==> src/rtl/obc_fir_pkg.sv <==
package obc_fir_pkg;

  typedef enum logic {
    PH_IDLE = 1'b0,
    PH_RUN  = 1'b1
  } obc_phase_e;

  // signed width of a doubled slice sum of nt coefficients of cw bits
  function automatic int obc_slice_width(input int cw, input int nt);
    return cw + $clog2(nt) + 1;
  endfunction

  // accumulator width holding twice the filter output
  function automatic int obc_acc_width(input int sw, input int cw, input int nt);
    return sw + cw + $clog2(nt) + 1;
  endfunction

endpackage

==> src/rtl/obc_fir_taps.sv <==
module obc_fir_taps #(
  parameter int NTAPS = 4,
  parameter int SW    = 8
) (
  input  logic              clk,
  input  logic              rst_n,
  input  logic              load,
  input  logic              shift,
  input  logic [SW-1:0]     new_sample,
  output logic [NTAPS-1:0]  slice,
  output logic [SW-1:0]     newest
);
  // hist[0] is the most recently accepted sample
  logic [NTAPS-2:0][SW-1:0] hist;
  logic [NTAPS-1:0][SW-1:0] sreg;

  always_ff @(posedge clk or negedge rst_n) begin
    if (!rst_n) begin
      hist[0] <= '0;
      sreg[0] <= '0;
    end else if (load) begin
      hist[0] <= new_sample;
      sreg[0] <= new_sample;
    end else if (shift) begin
      sreg[0] <= sreg[0] >> 1;
    end
  end

  for (genvar k = 1; k < NTAPS; k++) begin : g_serial
    always_ff @(posedge clk or negedge rst_n) begin
      if (!rst_n)     sreg[k] <= '0;
      else if (load)  sreg[k] <= hist[k-1];
      else if (shift) sreg[k] <= sreg[k] >> 1;
    end
    assign slice[k] = sreg[k][0];
  end

  for (genvar k = 1; k < NTAPS-1; k++) begin : g_hist
    always_ff @(posedge clk or negedge rst_n) begin
      if (!rst_n)    hist[k] <= '0;
      else if (load) hist[k] <= hist[k-1];
    end
  end

  assign slice[0] = sreg[0][0];
  assign newest   = hist[0];

endmodule

==> src/rtl/obc_fir_rom.sv <==
module obc_fir_rom #(
  parameter int                      NTAPS = 4,
  parameter int                      CW    = 8,
  parameter int                      TW    = 11,
  parameter logic [NTAPS*CW-1:0]     COEFS = '0
) (
  input  logic [NTAPS-1:0]       slice,
  output logic signed [TW-1:0]   dsum
);
  localparam int ABITS = NTAPS - 1;
  localparam int DEPTH = 1 << ABITS;

  // entry a: h0 plus each higher tap, subtracted where its address bit is 1
  function automatic logic signed [TW-1:0] entry_f(input int a);
    logic signed [TW-1:0] acc;
    logic signed [TW-1:0] h;
    acc = TW'($signed(COEFS[CW-1:0]));
    for (int k = 1; k < NTAPS; k++) begin
      h = TW'($signed(COEFS[k*CW +: CW]));
      if (a[k-1]) acc = acc - h;
      else        acc = acc + h;
    end
    return acc;
  endfunction

  logic signed [TW-1:0] tbl [DEPTH];

  for (genvar a = 0; a < DEPTH; a++) begin : g_ent
    localparam logic signed [TW-1:0] ENT = entry_f(a);
    assign tbl[a] = ENT;
  end

  logic [ABITS-1:0]     addr;
  logic [ABITS-1:0]     fold_addr;
  logic signed [TW-1:0] fetched;

  assign addr      = slice[NTAPS-1:1];
  assign fold_addr = slice[0] ? ~addr : addr;
  assign fetched   = tbl[fold_addr];
  assign dsum      = slice[0] ? fetched : -fetched;

endmodule

==> src/rtl/obc_fir_acc.sv <==
module obc_fir_acc #(
  parameter int                  SW   = 8,
  parameter int                  TW   = 11,
  parameter int                  AW   = 19,
  parameter int                  OW   = 18,
  parameter logic signed [AW-1:0] OFS = '0
) (
  input  logic                         clk,
  input  logic                         rst_n,
  input  logic                         start,
  input  logic                         step,
  input  logic                         sign_cyc,
  input  logic                         last,
  input  logic [$clog2(SW)-1:0]        bitpos,
  input  logic signed [TW-1:0]         dsum,
  output logic                         res_valid,
  output logic signed [OW-1:0]         res_data
);
  logic signed [AW-1:0] acc;
  logic signed [AW-1:0] dext;
  logic signed [AW-1:0] contrib;
  logic signed [AW-1:0] acc_sum;

  assign dext    = AW'(dsum);
  assign contrib = sign_cyc ? -dext : dext;
  assign acc_sum = acc + (contrib <<< bitpos);

  always_ff @(posedge clk or negedge rst_n) begin
    if (!rst_n) begin
      acc       <= '0;
      res_valid <= 1'b0;
      res_data  <= '0;
    end else begin
      res_valid <= step && last;
      if (start)     acc <= OFS;
      else if (step) acc <= acc_sum;
      if (step && last) res_data <= acc_sum[AW-1:1];
    end
  end

endmodule

==> src/rtl/obc_da_fir.sv <==
module obc_da_fir
  import obc_fir_pkg::*;
#(
  parameter int                  SW    = 8,
  parameter int                  CW    = 8,
  parameter int                  NTAPS = 4,
  parameter logic [NTAPS*CW-1:0] COEFS = 32'h8065_C717
) (
  input  logic                                  clk,
  input  logic                                  rst_n,
  input  logic                                  in_valid,
  input  logic [SW-1:0]                         in_sample,
  output logic                                  out_valid,
  output logic [SW+CW+$clog2(NTAPS)-1:0]        out_data
);
  localparam int TW   = obc_slice_width(CW, NTAPS);
  localparam int AW   = obc_acc_width(SW, CW, NTAPS);
  localparam int OW   = AW - 1;
  localparam int CNTW = $clog2(SW);

  function automatic logic signed [AW-1:0] offset_f();
    logic signed [AW-1:0] s;
    s = '0;
    for (int k = 0; k < NTAPS; k++) s = s - AW'($signed(COEFS[k*CW +: CW]));
    return s;
  endfunction

  function automatic int sumabs_f();
    int s;
    int h;
    s = 0;
    for (int k = 0; k < NTAPS; k++) begin
      h = int'($signed(COEFS[k*CW +: CW]));
      s = s + ((h < 0) ? -h : h);
    end
    return s;
  endfunction

  localparam logic signed [AW-1:0] OFS    = offset_f();
  localparam int                   SUMABS = sumabs_f();

  obc_phase_e            phase;
  logic [CNTW-1:0]       bitpos;
  logic                  take;
  logic                  step;
  logic                  last;
  logic                  sign_cyc;
  logic                  busy;
  logic [NTAPS-1:0]      slice;
  logic [SW-1:0]         newest;
  logic signed [TW-1:0]  dsum;
  logic signed [OW-1:0]  res_data;

  assign busy     = (phase == PH_RUN);
  assign take     = in_valid && !busy;
  assign step     = busy;
  assign sign_cyc = (bitpos == CNTW'(SW-1));
  assign last     = sign_cyc;

  always_ff @(posedge clk or negedge rst_n) begin
    if (!rst_n) begin
      phase  <= PH_IDLE;
      bitpos <= '0;
    end else if (take) begin
      phase  <= PH_RUN;
      bitpos <= '0;
    end else if (step) begin
      bitpos <= bitpos + 1'b1;
      if (last) phase <= PH_IDLE;
    end
  end

  obc_fir_taps #(.NTAPS(NTAPS), .SW(SW)) u_taps (
    .clk        (clk),
    .rst_n      (rst_n),
    .load       (take),
    .shift      (step),
    .new_sample (in_sample),
    .slice      (slice),
    .newest     (newest)
  );

  obc_fir_rom #(.NTAPS(NTAPS), .CW(CW), .TW(TW), .COEFS(COEFS)) u_rom (
    .slice (slice),
    .dsum  (dsum)
  );

  obc_fir_acc #(.SW(SW), .TW(TW), .AW(AW), .OW(OW), .OFS(OFS)) u_acc (
    .clk       (clk),
    .rst_n     (rst_n),
    .start     (take),
    .step      (step),
    .sign_cyc  (sign_cyc),
    .last      (last),
    .bitpos    (bitpos),
    .dsum      (dsum),
    .res_valid (out_valid),
    .res_data  (res_data)
  );

  assign out_data = res_data;

endmodule

==> config.mk <==
export PLATFORM = sky130hd
export DESIGN_NAME = obc_da_fir
export DESIGN_NICKNAME = d
export VERILOG_FILES = /design/src/rtl/obc_fir_pkg.sv /design/src/rtl/obc_fir_taps.sv /design/src/rtl/obc_fir_rom.sv /design/src/rtl/obc_fir_acc.sv /design/src/rtl/obc_da_fir.sv
export SDC_FILE = /design/constraint.sdc
export NUM_CORES = 1
export LEC_CHECK = 0
export BUFFER_PORTS_ARGS = -buffer_cell sky130_fd_sc_hd__buf_2
export CAP_MARGIN = 20
export CORE_ASPECT_RATIO = 0.7
export CORE_MARGIN = 4
export CORE_UTILIZATION = 30
export CTS_BUF_LIST = sky130_fd_sc_hd__clkbuf_8
export CTS_CLUSTER_DIAMETER = 150
export DETAILED_ROUTE_END_ITERATION = 7
export PLACE_DENSITY_LB_ADDON = 0.08
export SYNTH_ARGS = -nofsm -noshare
export SYNTH_HDL_FRONTEND = slang
export SYNTH_SLANG_ARGS = --single-unit
export TNS_END_PERCENT = 5
==> constraint.sdc <==
create_clock -name clk -period 4.91 [get_ports clk]
set_input_delay 0.2455 -clock clk [delete_from_list [all_inputs] [get_ports clk]]
set_output_delay 0.2455 -clock clk [all_outputs]
set_load 0.01 [all_outputs]
==> reports/results.ini, run 1 <==
[clock_network]
clock-sinks = 98
cts_max_path_buffers = 2
insertion_delay_ps = 390
cts_resized = 0
clkTransAtPathRegs_ps = 110
clockRootBuffer = clkbuf_8
cts_hold_buf = 1
htreeDepth = 3
cts_tree = built
cts_buffers = 9
post_cts_buffers = 0

[logic_synthesis]
synth_mux_area_share_pct = 14.3
synth_cell_types = 59
async_flop_share_pct = 100
synthAdderAreaFrac_pct = 4.93
ys_warn_count = 0
syn_area_per_cell_um2 = 9.78
synth_compound_area_share_pct = 17.1
synth_nets = 620
ys_seq_area_share_pct = 42.7
synth_seq_cells = 98
synth_top_family_by_area = compound AO/OA/AOI/OAI gates
synthSimpleGateAreaFrac_pct = 12.6
synth_top_cell_area_share_pct = 42.7
synth_edf_count = 0
synthFlopType = dfrtp_1
synthXorXnorAreaFrac_pct = 4.73
synth_area_leaders = dfrtp_1, mux2i_1, mux2_2, o21ai_0, ha_1
synth_cells = 587
synth_top_cell_by_area = dfrtp_1
synth_area_um2 = 5740

[critical_path]
path_cells = ha_1, ha_1, xor2_1, xnor2_1, o21ai_0, or2_2, fa_1, nor2b_1, o2111ai_2, a211oi_1, o211ai_1, or3_1, nand3_1
criticalPathCategory = register to register
cp-end-kind = register
cp.arrival_ps = 4670
cp.required_ps = 5240
cp_max_fo = 22
slowest_delay_ps = 790
slowest_stage = dfrtp_1
crit_top_cell = ha_1
path_buf_inv = 0
crit_family = adder cells
start_kind = register

[placed_design]
place_hpwl_um = 9880
port_buffers = 29
pre_cts_ws_ps = 608
gp_congestion = 0.891

[outcome]
status = finished clean

[sta]
setup_slack_ps = 569
setup_viol = 0
max_freq_mhz = 230
report.final.slew_viol_count = 0
rsz0062_at_grt = no
period_share_pct = 88.4
worst_pin_slew_ps = 875
fin_worst_skew_ps = 13.7
relSlewSlack_pct = 41.7
setup_tns_ps = 0
post-route-min-period_ps = 4340
hold_violations = 0

[hold_path]
hold_path.class = input port to register

[die]
die_h_um = 124
die_x_um = 173
coreArea_um2 = 18900
rows = 42
top_level_ports = 30
initial_core_util_pct = 30.4
die_area_um2 = 21400

[global_route]
grt_first_pass_wirelength_um = 23500
antenna_found_initial = 0
grt_max_degree = 66
grt_usage_pct = 13.8
grt.overflow.total = 0
grt_pass1_vias = 4129

[routing]
num_vias = 4303
drt-total-wl_um = 14400
drc = 0
first_iter_violations = 313
detail-route-antenna-nets = 0
vias_per_cell = 5.12
dr.pass1.iters = 5
wire_per_inst_um = 17.1

[final_layout]
syn2layout_area_growth_pct = 9.90
layout-drive-gt1-share_pct = 15.9
final_nets = 627
num_antenna_cells = 0

[run]
max_cap_violations = 0

synthesized netlist by cell type, drive strengths merged, types with 3 or more instances:
cell and number:
and2 4, nand2 64, nand4 8, or3 6
mux2 33, a31oi 4, or2 3, buf 13
o21bai 4, a211oi 10, nor2 30, mux2i 45
nand3 5, inv 9, xnor2 12, clkbuf 29
nor2b 7, o21ai 60, o31ai 3, ha 21
a22o 6, o211ai 3, a21oi 33, a21o 6
dfrtp 98, nand2b 10, o22ai 4, xor2 19
nor3 6
logic make-up (layout without fill, tap and decap cells):
| family | count (synthesis) | in the layout |
|---|---|---|
| DFF | 98 | 98 |
| muxes | 78 | 78 |
| xor gates and xnor gates | 31 | 31 |
| AOI/OAI and AO/OA | 154 | 154 |
| and+or+nand+nor | 153 | 153 |
| buffers and inverters | 51 | 63 |
| adders and majority gates | 22 | 22 |
sequential cells by signal, summed over array words and instances, names as in the netlist:
name / flops
u_taps.slice: 4
busy: 1
bitpos: 3
u_taps.hist: 16
u_taps.sreg: 28
u_taps.newest: 8
u_acc.res_data: 18
u_acc.acc: 19
u_acc.res_valid: 1
worst register-to-register path, delay by kind of cell, from the launching register on:
kind / cells / cell delay (ps)
xor+xnor: 2 / 470
compound gates: 4 / 900
simple gates: 4 / 990
flops: 1 / 790
fa+ha+maj: 3 / 1130
metal layers:
metal / GRT usage, % / wire (um) / vias up
met4: 3.74 / 196 / 0
met1: 22.6 / 8290 / 2095
met5: 0 / 0 / -
met3: 2.82 / 581 / 15
li1: - / - / 2117
met2: 17.8 / 5320 / 76
final timing paths:
| check | start | endpoint | slack (ps) | cells after the start |
|---|---|---|---|---|
| max | bitpos[0] | u_acc.res_data[11] | 570 | 13 |
| min | in_sample[7] | u_taps.newest[7] | 90 | 2 |
| max reg2reg | bitpos[0] | u_acc.res_data[11] | 570 | 13 |
| min reg2reg | u_taps.sreg[2] | u_taps.sreg[1] | 490 | 2 |
| max in group asynchronous | rst_n | busy | 3370 | 3 |
| min in group asynchronous | rst_n | u_acc.acc[10] | 510 | 2 |
cell type report:
class | count | area (um2)
Tap cell | 242 | 303
Clock inverter | 6 | 85.1
Sequential cell | 98 | 2450
Inverter | 9 | 33.8
Timing Repair Buffer | 38 | 218
Fill cell | 1907 | 12600
Multi-Input combinational cell | 438 | 3080
Clock buffer | 10 | 138
cell usage in the layout, fill, tap and decap left out, types with 7 or more instances in the layout:
master / instances
buf_2: 28
nand2_1: 64
mux2i_1: 45
buf_4: 9
xnor2_1: 12
a211oi_1: 10
inv_1: 8
nand2b_1: 10
xor2_1: 19
mux2_2: 33
clkbuf_8: 10
nor2b_1: 7
nand4_1: 8
a21oi_1: 31
nor2_1: 30
dfrtp_1: 97
o21ai_0: 60
ha_1: 21
stage by stage:
step	cells	instance area (um2)	util, %	hold WS (ps)
CTS	841	6310	33.4	58.7
global route	841	6310	33.4	78.9
detailed placement	824	6070	32.2	437
finish	841	6310	33.4	92.0
global placement	824	6070	32.2	427
floorplan	587	5740	-	-50.1
Power of run 1 is not shown: default switching activity piles up to over one toggle a cycle in this logic, so the estimate is an artifact.
==> inputs of run 2 (changes only) <==
--- a/config.mk
+++ b/config.mk
@@ -7,7 +7,6 @@
 export LEC_CHECK = 0
 export BUFFER_PORTS_ARGS = -buffer_cell sky130_fd_sc_hd__buf_2
 export CAP_MARGIN = 20
-export CORE_ASPECT_RATIO = 0.7
 export CORE_MARGIN = 4
 export CORE_UTILIZATION = 30
 export CTS_BUF_LIST = sky130_fd_sc_hd__clkbuf_8
==> constraint.sdc (replaced) <==
create_clock -name clk -period 4.91 [get_ports clk]
set_input_delay 0.982 -clock clk [delete_from_list [all_inputs] [get_ports clk]]
set_output_delay 0.982 -clock clk [all_outputs]
set_load 0.01 [all_outputs]
==> run 2 against run 1 <==
Worst setup slack improved by 59 ps. Clock skew up 4.4 ps. Fmax increased by 1.4%. Register-to-register slack improved by 60 ps. Count of clock-buffer cells in the layout is 1 lower. Highest routed layer unchanged. First-iteration DRC count fell by 8.0%. Critical path type unchanged.
==> reports/results.ini, run 2 (synthesized netlist as in run 1, its figures left out) <==
[die]
coreArea_um2 = 18800  ; -0.52%
top_level_ports = 30  ; unchanged
initial_core_util_pct = 30.6  ; +0.16 points
die_x_um = 146  ; -16%
die_h_um = 146  ; +18%
die_area_um2 = 21400  ; -0.16%
rows = 50  ; +19%

[critical_path]
cp_max_fo = 26  ; +18%
path_cells = xnor2_1, mux2i_1, o21ai_0, a21oi_1, xor2_1, o21ai_0, ha_1, a21o_1, a21oi_4, a21oi_1, or3_1, or3_1, a32o_2
crit_family = compound AO/OA/AOI/OAI gates
slowest_delay_ps = 690  ; -100 ps
criticalPathCategory = register to register
cp.depth = 13  ; unchanged
cp-end-kind = register
cp.arrival_ps = 4560  ; -110 ps
path_buf_inv = 0  ; unchanged
reg2regPathDepth = 13  ; unchanged
slowest_stage = dfrtp_1
start_kind = register
cp.required_ps = 5190  ; -50 ps

[clock_network]
cts_resized = 0  ; unchanged
cts_hold_buf = 0  ; -1
cts_max_path_buffers = 2  ; unchanged
cts_buffers = 9  ; unchanged
clkTransAtPathRegs_ps = 110  ; about the same
clock-sinks = 98  ; unchanged
cts_tree = built
insertion_delay_ps = 380  ; about the same
post_cts_buffers = 0  ; unchanged
clockRootBuffer = clkbuf_8
htreeDepth = 3  ; unchanged

[final_layout]
regMostFlops = u_taps.sreg
num_antenna_cells = 0  ; unchanged
final_cell_mix = dfrtp_1, nand2_1, o21ai_0
largest_registers = u_taps.sreg x28, u_acc.acc x19, u_acc.res_data x18
syn2layout_area_growth_pct = 8.46
layout-drive-gt1-share_pct = 15.4  ; -0.42 points
final_common_cell = dfrtp_1
final_nets = 624  ; -0.48%
stdcell_count = 830  ; -1.3%
largest_reg_flops = 28  ; unchanged

[sta]
rsz0062_at_grt = no
setup_tns_ps = 0  ; unchanged
relSlewSlack_pct = 32.8  ; -8.9 points
worst_pin_slew_ps = 1000  ; +130 ps
max_freq_mhz = 234  ; +1.4%
post-route-min-period_ps = 4280  ; -59.4 ps
fin_worst_skew_ps = 18.1  ; +4.40 ps
hold_violations = 0  ; unchanged
report.final.slew_viol_count = 0  ; unchanged
period_share_pct = 87.2  ; -1.2 points
setup_viol = 0  ; unchanged

[routing]
vias_per_cell = 5.13  ; +0.36%
wl_met1_um = 6440  ; -22%
met2_wirelength_um = 6470  ; +22%
detail-route-antenna-nets = 0  ; unchanged
drt-total-wl_um = 13500  ; -6.1%
num_vias = 4262  ; -0.95%
first_iter_violations = 288  ; -8.0%
top_layer = met4
met3_length_um = 355  ; -39%
drc = 0  ; unchanged
wire_per_inst_um = 16.3  ; -4.9%
dr.pass1.iters = 4  ; -1

[global_route]
grt.overflow.total = 0  ; unchanged
grt_max_degree = 85  ; +29%
grt_pass1_vias = 4231  ; +2.5%
antenna_found_initial = 0  ; unchanged
grt_usage_pct = 13.0  ; -0.83 points
grt_first_pass_wirelength_um = 22500  ; -4.3%

[placed_design]
place_hpwl_um = 9220  ; -6.7%
port_buffers = 29  ; unchanged
place_inst = 814  ; -1.2%
gp_congestion = 0.805  ; -9.7%

[run]
max_cap_violations = 0  ; unchanged

[hold_path]
holdPathStages = 2  ; unchanged
hold_path.class = register to register

[outcome]
status = finished clean

[run 2: path summary, 6_finish.rpt]
kind,from,to,slack (ps)
max,u_taps.slice[1],u_acc.acc[16],630
max in group asynchronous,rst_n,u_taps.sreg[5],3210
min reg2reg,u_taps.sreg[28],u_taps.sreg[27],480
min,u_taps.sreg[28],u_taps.sreg[27],480
min in group asynchronous,rst_n,u_acc.acc[7],700
max reg2reg,u_taps.slice[1],u_acc.acc[16],630
[run 2: worst register-to-register path: cells and delay by family (launching register included)]
| kind | cells | cell delay [ps] |
|---|---|---|
| compound gates | 7 | 1470 |
| simple gates | 2 | 750 |
| mux | 1 | 230 |
| flops | 1 | 690 |
| xor+xnor | 2 | 700 |
| fa+ha+maj | 1 | 340 |
[run 2: routing by layer]
layer / track usage, % / up-vias
met4: 4.19 / 0
met2: 21.0 / 51
met5: 0 / -
li1: - / 2114
met3: 2.86 / 16
met1: 17.3 / 2081
[run 2: layout make-up]
| type | instances | area, um2 |
|---|---|---|
| Clock buffer | 9 | 124 |
| Fill cell | 1946 | 12500 |
| Multi-Input combinational cell | 438 | 3080 |
| Sequential cell | 98 | 2450 |
| Timing Repair Buffer | 35 | 193 |
| Clock inverter | 7 | 51.3 |
| Tap cell | 234 | 293 |
| Inverter | 9 | 33.8 |
[run 2: per-stage QoR]
stage	hold slack (ps)	cell area, um2	setup WS, ps	util, %
floorplan	452	5740	1360	-
global placement	470	6050	523	32.2
detailed placement	471	6050	589	32.2
CTS	496	6220	552	33.2
global route	514	6220	322	33.2
finish	484	6220	628	33.2
Power of run 2 is left out for the same reason.
==> inputs of run 3 (changes only) <==
--- a/config.mk
+++ b/config.mk
@@ -7,6 +7,8 @@
 export LEC_CHECK = 0
 export BUFFER_PORTS_ARGS = -buffer_cell sky130_fd_sc_hd__buf_2
 export CAP_MARGIN = 20
+export CELL_PAD_IN_SITES_DETAIL_PLACEMENT = 0
+export CELL_PAD_IN_SITES_GLOBAL_PLACEMENT = 2
 export CORE_MARGIN = 4
 export CORE_UTILIZATION = 30
 export CTS_BUF_LIST = sky130_fd_sc_hd__clkbuf_8
==> run 3 against run 2 <==
First-iteration DRC count fell by 38%. Register-to-register slack improved by 40 ps. Clock skew down 2.1 ps. Critical endpoint unchanged.
==> reports/results.ini, run 3 (synthesized netlist as in run 1, its figures left out) <==
[global_route]
grt_use_met1_pct = 19.6  ; +2.3 points
grt_first_pass_wirelength_um = 24000  ; +6.7%
use_met3_pct = 2.30  ; -0.56 points
grt_max_degree = 76  ; -11%
grt_pass1_vias = 4324  ; +2.2%
grt.overflow.total = 0  ; unchanged
grt_usage_pct = 14.0  ; +0.98 points
grtUsageMet2_pct = 22.4  ; +1.4 points
antenna_found_initial = 0  ; unchanged
busiest_layer = met2

[placed_design]
gp_congestion = 0.791  ; -1.8%
place_hpwl_um = 10100  ; +9.5%
port_buffers = 29  ; unchanged
place_inst = 818  ; +0.49%

[critical_path]
path_buf_inv = 1  ; +1
path_cells = ha_1, ha_1, buf_4, xnor2_1, nor2_1, a21oi_1, ha_1, nand4_1, or2_2, a21oi_1, or3_1, or3_1, a32o_2
reg2reg_from = bitpos[1]
startpoint = bitpos[1]
cp-end-kind = register
slowest_stage = dfrtp_1
slowest_delay_ps = 570  ; -120 ps
start_kind = register
crit_top_cell = ha_1
crit_family = simple AND/OR/NAND/NOR gates
cp_max_fo = 14  ; -46%
cp.required_ps = 5200  ; about the same
cp.arrival_ps = 4520  ; -40 ps
criticalPathCategory = register to register

[clock_network]
clockRootBuffer = clkbuf_8
insertion_delay_ps = 380  ; about the same
cts_tree = built
clkTransAtPathRegs_ps = 110  ; about the same
cts_hold_buf = 0  ; unchanged
clock-sinks = 98  ; unchanged
cts_buffers = 9  ; unchanged
post_cts_buffers = 0  ; unchanged
cts_resized = 0  ; unchanged
htreeDepth = 3  ; unchanged
cts_max_path_buffers = 2  ; unchanged

[sta]
max_freq_mhz = 236  ; +1.0%
rsz0062_at_grt = no
post-route-min-period_ps = 4240  ; -44.0 ps
fin_worst_skew_ps = 16.0  ; -2.09 ps
relSlewSlack_pct = 39.6  ; +6.9 points
hold_violations = 0  ; unchanged
setup_tns_ps = 0  ; unchanged
report.final.slew_viol_count = 0  ; unchanged
worst_pin_slew_ps = 906  ; -99.3 ps
setup_viol = 0  ; unchanged
period_share_pct = 86.3  ; -0.90 points

[routing]
drt-total-wl_um = 14700  ; +8.9%
first_iter_violations = 180  ; -38%
num_vias = 4323  ; +1.4%
dr.pass1.iters = 6  ; +2
vias_per_cell = 5.18  ; +0.94%
wire_per_inst_um = 17.6  ; +8.4%
detail-route-antenna-nets = 0  ; unchanged
drc = 0  ; unchanged

[die]
die_x_um = 146  ; unchanged
die_area_um2 = 21400  ; unchanged
coreArea_um2 = 18800  ; unchanged
rows = 50  ; unchanged
initial_core_util_pct = 30.6  ; unchanged
top_level_ports = 30  ; unchanged
die_h_um = 146  ; unchanged

[final_layout]
largest_registers = u_taps.sreg x28, u_acc.acc x19, u_acc.res_data x18
final_common_cell = dfrtp_1
regMostFlops = u_taps.sreg
syn2layout_area_growth_pct = 9.79
layout-drive-gt1-share_pct = 16.2  ; +0.73 points
num_antenna_cells = 0  ; unchanged
largest_reg_flops = 28  ; unchanged
final_cell_mix = dfrtp_1, nand2_1, o21ai_0
final_nets = 628  ; +0.64%
stdcell_count = 834  ; +0.48%
nFillCells = 2002  ; +2.9%

[hold_path]
min_from = u_acc.res_data[2]
hold_path.class = register to register

[outcome]
status = finished clean

[run]
max_cap_violations = 0  ; unchanged

[run 3: changes by cell type in the layout (fill, tap and decap cells not counted), sizes merged]
cell and delta:
clkinvlp +1, buf +4, clkinv -2, bufinv +1
[run 3: cell type report]
cell class                 instances  area (um2)  share of cell area [%]
multi-input combinational        438        3080                    48.8
sequential                        98        2450                    38.9
tap                              234         293                    4.65
timing repair buffer              39         226                    3.59
clock buffer                       9         124                    1.97
clock inverter                     7        93.8                    1.49
inverter                           9        33.8                   0.536
[run 3: metal layers]
metal	vias to the layer above	share of wire, %
met5	-	0
met1	2142	50
met2	47	46
met4	0	1.4
li1	2119	-
met3	15	1.9
[run 3: final timing paths]
check                                     to  slack (ps)  cells after the start
max reg2reg                    u_acc.acc[16]         670                     13
min reg2reg                u_acc.res_data[2]         490                      2
min                        u_acc.res_data[2]         490                      2
max                            u_acc.acc[16]         670                     13
min in group asynchronous  u_acc.res_data[5]         680                      1
max in group asynchronous   u_taps.newest[0]        3170                      2
[run 3: tightest hold or removal path, cell delays in order, from the launching register on]
cell and delay [ps]:
dfrtp_1 360, nand2_1 40, o21ai_0 60
[run 3: through the flow]
step	cell area, um2	hold WS, ps	setup WS, ps	utilization [%]
floorplan	5740	452	1360	-
global placement	6070	466	560	32.3
detailed placement	6080	469	594	32.4
CTS	6300	498	586	33.6
global route	6300	517	301	33.6
finish	6300	492	672	33.6
Power of run 3 is left out for the same reason.
